**src/rtl/tmr_irq_pkg.sv**
```systemverilog
package tmr_irq_pkg;
  localparam int NUM_TMR = 3;
  localparam int ADDR_W  = 4;
  localparam int BIT_W   = 2;

  // Nibble address that holds timer idx's flag and mask
  function automatic logic [ADDR_W-1:0] slot_addr(input int idx);
    return (idx == 0) ? ADDR_W'(1) : ADDR_W'(2);
  endfunction

  // Bit position of timer idx's flag; its mask sits one position above
  function automatic logic [BIT_W-1:0] slot_flag_bit(input int idx);
    return (idx == 1) ? BIT_W'(0) : BIT_W'(2);
  endfunction

  function automatic logic [BIT_W-1:0] slot_mask_bit(input int idx);
    return slot_flag_bit(idx) + BIT_W'(1);
  endfunction

  function automatic logic [NUM_TMR-1:0] pend_calc(input logic [NUM_TMR-1:0] flg,
                                                   input logic [NUM_TMR-1:0] msk);
    return flg & ~msk;
  endfunction
endpackage

```
**src/rtl/tmr_irq_decode.sv**
```systemverilog
module tmr_irq_decode import tmr_irq_pkg::*; (
  input  logic [ADDR_W-1:0]  acc_addr_i,
  input  logic [BIT_W-1:0]   acc_bit_i,
  input  logic               bit_set_i,
  input  logic               bit_clr_i,
  output logic [NUM_TMR-1:0] flag_clr_o,
  output logic [NUM_TMR-1:0] mask_set_o,
  output logic [NUM_TMR-1:0] mask_clr_o
);
  // Conflicting strobes cancel each other
  logic set_ok;
  logic clr_ok;
  assign set_ok = bit_set_i & ~bit_clr_i;
  assign clr_ok = bit_clr_i & ~bit_set_i;

  for (genvar i = 0; i < NUM_TMR; i++) begin : g_hit
    logic at_flag;
    logic at_mask;
    assign at_flag = (acc_addr_i == slot_addr(i)) && (acc_bit_i == slot_flag_bit(i));
    assign at_mask = (acc_addr_i == slot_addr(i)) && (acc_bit_i == slot_mask_bit(i));
    assign flag_clr_o[i] = at_flag & clr_ok;
    assign mask_set_o[i] = at_mask & set_ok;
    assign mask_clr_o[i] = at_mask & clr_ok;
  end
endmodule

```
**src/rtl/tmr_irq_slot.sv**
```systemverilog
module tmr_irq_slot #(
  parameter bit PRESENT = 1'b1
) (
  input  logic clk,
  input  logic rst_n,
  input  logic stop_i,
  input  logic ovf_i,
  input  logic flag_clr_i,
  input  logic mask_set_i,
  input  logic mask_clr_i,
  output logic flag_o,
  output logic mask_o
);
  if (PRESENT) begin : g_live
    logic flag_q;
    logic mask_q;
    always_ff @(posedge clk or negedge rst_n) begin
      if (!rst_n) begin
        flag_q <= 1'b0;
        mask_q <= 1'b1;
      end else if (stop_i) begin
        flag_q <= 1'b0;
        mask_q <= 1'b1;
      end else begin
        if (ovf_i)           flag_q <= 1'b1;
        else if (flag_clr_i) flag_q <= 1'b0;
        if (mask_set_i)      mask_q <= 1'b1;
        else if (mask_clr_i) mask_q <= 1'b0;
      end
    end
    assign flag_o = flag_q;
    assign mask_o = mask_q;
  end else begin : g_absent
    logic unused_slot;
    assign unused_slot = ^{clk, rst_n, stop_i, ovf_i, flag_clr_i, mask_set_i, mask_clr_i};
    assign flag_o = 1'b0;
    assign mask_o = 1'b0;
  end
endmodule

```
**src/rtl/tmr_irq_combine.sv**
```systemverilog
module tmr_irq_combine import tmr_irq_pkg::*; (
  input  logic [NUM_TMR-1:0] flag_i,
  input  logic [NUM_TMR-1:0] mask_i,
  input  logic               gie_i,
  input  logic [ADDR_W-1:0]  acc_addr_i,
  input  logic [BIT_W-1:0]   acc_bit_i,
  output logic               rd_bit_o,
  output logic [NUM_TMR-1:0] pend_o,
  output logic               irq_o
);
  assign pend_o = pend_calc(flag_i, mask_i);
  assign irq_o  = gie_i & (|pend_o);

  always_comb begin
    rd_bit_o = 1'b0;
    for (int i = 0; i < NUM_TMR; i++) begin
      if (acc_addr_i == slot_addr(i)) begin
        if (acc_bit_i == slot_flag_bit(i)) rd_bit_o = flag_i[i];
        if (acc_bit_i == slot_mask_bit(i)) rd_bit_o = mask_i[i];
      end
    end
  end
endmodule

```
**src/rtl/tmr_irq_unit.sv**
```systemverilog
module tmr_irq_unit import tmr_irq_pkg::*; #(
  parameter bit HAS_TIMER_A = 1'b1
) (
  input  logic               clk,
  input  logic               rst_n,
  input  logic               stop_i,
  input  logic [NUM_TMR-1:0] ovf_i,
  input  logic               gie_i,
  input  logic [ADDR_W-1:0]  acc_addr_i,
  input  logic [BIT_W-1:0]   acc_bit_i,
  input  logic               bit_set_i,
  input  logic               bit_clr_i,
  output logic               rd_bit_o,
  output logic [NUM_TMR-1:0] pend_o,
  output logic               irq_o
);
  // Named internal events, visible to the bound checker
  logic [NUM_TMR-1:0] flag_clr_hit;
  logic [NUM_TMR-1:0] mask_set_hit;
  logic [NUM_TMR-1:0] mask_clr_hit;
  logic [NUM_TMR-1:0] flag_q;
  logic [NUM_TMR-1:0] mask_q;

  tmr_irq_decode u_dec (
    .acc_addr_i (acc_addr_i),
    .acc_bit_i  (acc_bit_i),
    .bit_set_i  (bit_set_i),
    .bit_clr_i  (bit_clr_i),
    .flag_clr_o (flag_clr_hit),
    .mask_set_o (mask_set_hit),
    .mask_clr_o (mask_clr_hit)
  );

  for (genvar i = 0; i < NUM_TMR; i++) begin : g_slot
    tmr_irq_slot #(.PRESENT((i == 0) ? HAS_TIMER_A : 1'b1)) u_slot (
      .clk        (clk),
      .rst_n      (rst_n),
      .stop_i     (stop_i),
      .ovf_i      (ovf_i[i]),
      .flag_clr_i (flag_clr_hit[i]),
      .mask_set_i (mask_set_hit[i]),
      .mask_clr_i (mask_clr_hit[i]),
      .flag_o     (flag_q[i]),
      .mask_o     (mask_q[i])
    );
  end

  tmr_irq_combine u_comb (
    .flag_i     (flag_q),
    .mask_i     (mask_q),
    .gie_i      (gie_i),
    .acc_addr_i (acc_addr_i),
    .acc_bit_i  (acc_bit_i),
    .rd_bit_o   (rd_bit_o),
    .pend_o     (pend_o),
    .irq_o      (irq_o)
  );
endmodule

```
**config.mk**
```make
export PLATFORM = sky130hd
export DESIGN_NAME = tmr_irq_unit
export DESIGN_NICKNAME = d
export VERILOG_FILES = /design/src/rtl/tmr_irq_pkg.sv /design/src/rtl/tmr_irq_decode.sv /design/src/rtl/tmr_irq_slot.sv /design/src/rtl/tmr_irq_combine.sv /design/src/rtl/tmr_irq_unit.sv
export SDC_FILE = /design/constraint.sdc
export NUM_CORES = 1
export LEC_CHECK = 0
export ABC_AREA = 1
export BUFFER_PORTS_ARGS = -buffer_cell sky130_fd_sc_hd__buf_2
export CORE_AREA = 3 3 40 42
export CTS_BUF_LIST = sky130_fd_sc_hd__clkbuf_8
export CTS_CLUSTER_DIAMETER = 120
export CTS_CLUSTER_SIZE = 14
export DETAILED_ROUTE_END_ITERATION = 8
export DIE_AREA = 0 0 43 45
export HOLD_SLACK_MARGIN = 0.12
export MAX_ROUTING_LAYER = met4
export PLACE_DENSITY = 0.72
export SLEW_MARGIN = 0
export SYNTH_ARGS = -nofsm -noshare
export SYNTH_HDL_FRONTEND = slang
export SYNTH_SLANG_ARGS = --single-unit
```
**constraint.sdc**
```tcl
create_clock -name clk -period 3.45 [get_ports clk]
set_clock_uncertainty 0.15 [all_clocks]
set_input_delay 0.5175 -clock clk [delete_from_list [all_inputs] [get_ports clk]]
set_output_delay 0.5175 -clock clk [all_outputs]
set_load 0.02 [all_outputs]
```
==> flow_metrics.tcl, run 1 <==
set metrics [dict create \
    clock_power_share_pct 48.9 \
    synth_cell_types 13 \
    numCtsBuffers 3 \
    yosysSeqAreaShare_pct 30.1 \
    min_path_type "flip-flop to flip-flop" \
    multi_input_area_um2 279 \
    max_freq_mhz 490 \
    track_usage_pct 14.6 \
    power_mw 0.218 \
    vias 573 \
    dieArea_mm2 0.00194 \
    die_h_um 45 \
    start_util_pct 39.8 \
    ys.warnings.count 0 \
    antenna_found_initial 0 \
    maxSlewHeadroom_pct 80.3 \
    crit_fanout 5 \
    p_int_mw 0.164 \
    maxCapViolCount 0 \
    drive_gt1_share_pct 27.4 \
    cp.required_ns 2.78 \
    clock-sinks 6 \
    die_w_um 43 \
    pin_count 20 \
    synth_top_area_cell "nand2_1" \
    synth.net_count 105 \
    synth_common_cells "nand2_1, inv_1, nor2_1" \
    tns_ns 0 \
    cts_root_buffer "clkbuf_8" \
    power_switching_mw 0.0532 \
    worst_slew_pin_slew_ns 0.294 \
    cts_buffer_depth 2 \
    r2r_slack_ns 2.58 \
    hpwlAfterDp_um 985 \
    drt-initial-drc-count 6 \
    nets 129 \
    final_cells 128 \
    area_delta_synth_final_pct 30.8 \
    dp.cells 123 \
    status "finished clean" \
    place_ws_ns 1.40 \
    overflow 0 \
    synthFlopType "dfstp_2" \
    synthArstFlopShare_pct 100 \
    period_share_pct 59.2 \
    htreeDepth 1 \
    io_buffers 19 \
    cts_setup_buffers 0 \
    power_frac_seq_pct 34.9 \
    postLayoutCoreUtil_pct 52.1 \
    worst_setup_path_end_kind "output port" \
    drt_first_pass_iters 4 \
    crit_type "primary input to output port" \
    powerDensity_mw_per_mm2 325 \
    total_leakage_power_nw 0.423 \
    irDropWorstVdd_v 0.000210 \
    synth_cells 90 \
    swShare_pct 24.4 \
    synth_area_leaders "nand2_1, dfstp_2, dfrtp_1" \
    antenna-diode-count 0 \
    cts_tree "done" \
    grt_max_degree 9 \
    drc 0 \
    finalSetupViolations 0 \
    avgViaCountPerCell 4.48 \
    rows 13 \
    clk_latency_ns 0.22 \
    grt_pass1_wl_mm 2.03 \
    timing_hold_violations_final 0 \
    cts.clk_slew.worst_paths_ns 0.04 \
    drt-wirelength-per-cell_um 8.74 \
    totalWireLength_mm 1.12 \
    combPwrFrac_pct 16.2 \
    layout_setup_ws_ns 1.41 \
    regArea_um2 154 \
    rsz0062_at_grt "no" \
    gp_congestion 0.821 \
    finalMaxSlewViolations 0 \
    syn_area_um2 512 \
    synth_top_area_share_pct 18.3 \
    antenna_left 0 \
    synth_most_common_cell "nand2_1" \
    fillCellCount 144 \
    period_needed_ns 2.04 \
    synth_area_per_cell_um2 5.69 \
    yosys_register_bits 6 \
    synth_edf_count 0 \
    start_kind "primary input" \
    grt_pass1_vias 556 \
    cts.repair.resized 0 \
    worst_ep_arrival_time_ns 1.37 \
    core_mm2 0.00128 \
]
==> metrics by stage <==
| step | cell area [um2] | hold slack (ns) |
|---|---|---|
| floorplan | 512 | 0.0719 |
| global placement | 614 | 0.194 |
| detailed placement | 614 | 0.195 |
| CTS | 669 | 0.332 |
| global route | 669 | 0.352 |
| finish | 669 | 0.329 |
==> layout by cell type, fill, tap and decap left out, drive strengths merged <==
cell type and n:
inv 19, dlygate4sd3 1, nand2 26, or2 3, dfrtp 3, dfstp 3, clkbuf 3, a21oi 1
o21ai 2, buf 19, nor2 18, nand3 15
==> area by class of cell <==
cell class | count | share of cell area [%]
multi-input combinational | 65 | 41.7
clock inverter | 1 | 0.561
inverter | 18 | 10.1
sequential | 6 | 23.0
timing repair buffer | 20 | 15.7
clock buffer | 3 | 6.17
tap | 15 | 2.80
==> state kept, by name (all words and copies together), names as in the netlist <==
| signal | flops |
|---|---|
| g_slot.u_slot.flag_o | 3 |
| g_slot.u_slot.mask_o | 3 |
==> final timing paths <==
| kind | startpoint | endpoint | cells past startpoint |
|---|---|---|---|
| worst max-delay path | acc_addr_i[0] | rd_bit_o | 9 |
| worst min-delay path | g_slot[2].u_slot.mask_o$_DFFE_PN1P_ | g_slot[2].u_slot.mask_o$_DFFE_PN1P_ | 2 |
| worst max register to register | g_slot[0].u_slot.mask_o$_DFFE_PN1P_ | g_slot[0].u_slot.mask_o$_DFFE_PN1P_ | 2 |
| worst min register to register | g_slot[2].u_slot.mask_o$_DFFE_PN1P_ | g_slot[2].u_slot.mask_o$_DFFE_PN1P_ | 2 |
| max in group asynchronous | rst_n | g_slot[0].u_slot.mask_o$_DFFE_PN1P_ | 2 |
| min in group asynchronous | rst_n | g_slot[2].u_slot.flag_o$_DFFE_PN0P_ | 2 |
==> power by group through the flow <==
stage	Sequential, mW	Clock (mW)	Combinational [mW]
global placement	0.0767	0	0.0340
global route	0.0762	0.115	0.0411
finish	0.0759	0.106	0.0353
CTS	0.0759	0.111	0.0355
detailed placement	0.0767	0	0.0346
floorplan	0.0761	0	0.0205
==> layer usage <==
metal,GRT usage (%),routed length (um),vias up
met3,2.39,30,4
met1,15.5,498,246
met2,24.0,569,9
met5,-,0,-
li1,-,-,314
met4,12.0,21,0
==> critical path, stage by stage <==
cell,delay (ns)
buf_2,0.11
inv_1,0.06
nand2_1,0.05
nor2_1,0.25
nand2_1,0.09
nand2_1,0.07
nand2_1,0.04
inv_1,0.04
buf_2,0.15
==> kinds of logic after synthesis <==
| group | Yosys count | synth area share, % |
|---|---|---|
| AOI/OAI and AO/OA | 3 | 2.93 |
| buffers and inverters | 19 | 15.4 |
| DFF | 6 | 30.1 |
| and+or+nand+nor | 62 | 51.6 |
==> timing repair <==
item                                    CTS  global route
hold buffers                              1             0
endpoints found under the setup margin    0             0
endpoints found under the hold margin     3             0
Note: power is estimated with default switching activity, not from simulation.
==> run 2, diff against run 1 <==
--- a/config.mk
+++ b/config.mk
@@ -15,7 +15,7 @@
 export DIE_AREA = 0 0 43 45
 export HOLD_SLACK_MARGIN = 0.12
 export MAX_ROUTING_LAYER = met4
-export PLACE_DENSITY = 0.72
+export PLACE_DENSITY = 0.75
 export SLEW_MARGIN = 0
 export SYNTH_ARGS = -nofsm -noshare
 export SYNTH_HDL_FRONTEND = slang
==> constraint.sdc (replaced) <==
create_clock -name clk -period 1.7 [get_ports clk]
set_clock_uncertainty 0.15 [all_clocks]
set_input_delay 0.255 -clock clk [delete_from_list [all_inputs] [get_ports clk]]
set_output_delay 0.255 -clock clk [all_outputs]
set_load 0.02 [all_outputs]
==> run 2 against run 1 <==
Effect of this change:
- critical path type is now flip-flop to output port
- critical path depth down 3
- first-iteration DRC count grew 83%
- via count increased by 5.2%
- critical endpoint is now irq_o
==> flow_metrics.tcl, run 2 (synthesis gave the netlist of run 1 again) <==
set metrics [dict create \
    maxCapViolCount 0 \
    worst_setup_path_end_kind "output port" \
    worstPathCellList "inv_1, or2_2, nand3_1, nand2_1, inv_1, buf_4" \
    crit_slowest_cell "dfrtp_1" \
    numCtsBuffers 3 \
    r2r_slack_ns 0.81 \
    max_stage_delay_ns 0.36 \
    die_h_um 45 \
    cts.clk_slew.worst_paths_ns 0.04 \
    crit_fanout 3 \
    grt_max_degree 9 \
    htreeDepth 1 \
    drive_gt1_share_pct 30.3 \
    crit_type "flip-flop to output port" \
    powerDensity_mw_per_mm2 622 \
    drt-wirelength-per-cell_um 9.07 \
    holdPathStages 3 \
    status "finished clean" \
    start_util_pct 39.8 \
    clk_latency_ns 0.22 \
    min_path_type "primary input to flip-flop" \
    dieArea_mm2 0.00194 \
    dp.cells 124 \
    final_cells 134 \
    fillCellCount 137 \
    grt_pass1_wl_mm 1.99 \
    drt_first_pass_iters 4 \
    antenna_left 0 \
    antenna-diode-count 0 \
    drc 0 \
    timing_hold_violations_final 0 \
    place_ws_ns 0.262 \
    worst-path-buf-inv 3 \
    totalWireLength_mm 1.22 \
    gp_congestion 0.788 \
    irDropWorstVdd_v 0.000417 \
    cpMostUsedCell "inv_1" \
    rsz0062_at_grt "yes" \
    hpwlAfterDp_um 988 \
    rows 13 \
    mostFrequentLayoutCell "nand2_1" \
    die_w_um 43 \
    finalSetupViolations 0 \
    core_mm2 0.00128 \
    reg2reg_depth 2 \
    min_from "stop_i" \
    finalMaxSlewViolations 0 \
    vias 603 \
    cts_buffer_depth 2 \
    layout_common_cells "nand2_1, inv_1, nor2_1, buf_2, nand3_1" \
    cts_tree "done" \
    layout_setup_ws_ns 0.0711 \
    worst_ep_arrival_time_ns 1.22 \
    drt-initial-drc-count 11 \
    cp.required_ns 1.29 \
    r2r_end "g_slot[1].u_slot.mask_o$_DFFE_PN1P_" \
    pin_count 20 \
    area_delta_synth_final_pct 43.8 \
    max_freq_mhz 614 \
    start_kind "flip-flop" \
    overflow 0 \
    total_leakage_power_nw 0.452 \
    period_needed_ns 1.63 \
    critPathTopFamily "simple AND/OR/NAND/NOR gates" \
    cts_root_buffer "clkbuf_8" \
    avgViaCountPerCell 4.50 \
    nets 135 \
    clock-sinks 6 \
    io_buffers 19 \
    holdPathEnd "g_slot[0].u_slot.mask_o$_DFFE_PN1P_" \
    reg2reg_from "g_slot[1].u_slot.mask_o$_DFFE_PN1P_" \
    maxSlewHeadroom_pct 81.6 \
    track_usage_pct 14.5 \
    antenna_found_initial 0 \
    period_share_pct 95.8 \
    grt_pass1_vias 546 \
    worst_slew_pin_slew_ns 0.274 \
]
run 2: cell types whose count changed in the layout (fill, tap and decap cells not counted), sizes merged:
cell	delta
buf	+3
dlygate4sd3	+3
run 2: layer usage:
layer	up-vias	part of all wire [%]	GRT usage (%)
met4	0	3.1	12.7
met1	256	41	14.9
met3	5	3.9	1.20
met5	-	0	-
li1	329	-	-
met2	13	52	24.9
run 2: layout make-up:
| class | instances | area, um2 | area share (%) |
|---|---|---|---|
| multi-input combinational | 65 | 284 | 38.6 |
| timing repair buffer | 26 | 166 | 22.6 |
| sequential | 6 | 154 | 20.9 |
| inverter | 18 | 67.6 | 9.18 |
| clock buffer | 3 | 41.3 | 5.61 |
| tap | 15 | 18.8 | 2.55 |
| clock inverter | 1 | 3.75 | 0.510 |
run 2: worst max path at each step:
| stage | startpoint | to | slack [ns] | cells after the start |
|---|---|---|---|---|
| 2_1_floorplan | g_slot[1].u_slot.mask_o$_DFFE_PN1P_ | rd_bit_o | 0.38 | 6 |
| 3_3_place_gp | acc_addr_i[3] | rd_bit_o | 0.28 | 8 |
| 3_5_place_dp | acc_addr_i[3] | rd_bit_o | 0.26 | 8 |
| 4_1_cts | g_slot[1].u_slot.flag_o$_DFFE_PN0P_ | irq_o | 0.02 | 6 |
| 5_1_grt | g_slot[1].u_slot.mask_o$_DFFE_PN1P_ | rd_bit_o | -0.007 | 7 |
| 6_report | g_slot[1].u_slot.flag_o$_DFFE_PN0P_ | irq_o | 0.07 | 6 |
run 2: report_power, final:
part | total [mW] | switching [mW] | internal, mW
Clock | 0.219 | 0.0637 | 0.155
Combinational | 0.0850 | 0.0454 | 0.0396
Sequential | 0.154 | 0.00407 | 0.150
Total | 0.458 | 0.113 | 0.345
run 2: repair_timing:
| item | 4_1_cts | 5_1_grt |
|---|---|---|
| endpoints found under the setup margin | 0 | 2 |
| hold buffers | 4 | 0 |
| hold endpoints to repair | 9 | 0 |
| buffers inserted | 0 | 2 |
| resized for setup | 0 | 5 |
run 2: worst reg2reg max path, delay by kind of cell, from the launching register on:
kind / cells / cell delay [ns]
AO/OA/AOI/OAI: 1 / 0.07
flip-flops: 1 / 0.54
AND/OR/NAND/NOR: 1 / 0.07
run 2: metrics by stage:
stage	hold WS (ns)	util, %	instance area, um2	total power [mW]	TNS (ns)
floorplan	-0.191	-	512	0.196	0
global placement	-0.0663	48.4	622	0.225	0
detailed placement	-0.0663	48.4	622	0.227	0
CTS	0.178	55.0	707	0.457	0
global route	0.204	57.3	736	0.487	-0.00703
finish	0.185	57.3	736	0.458	0
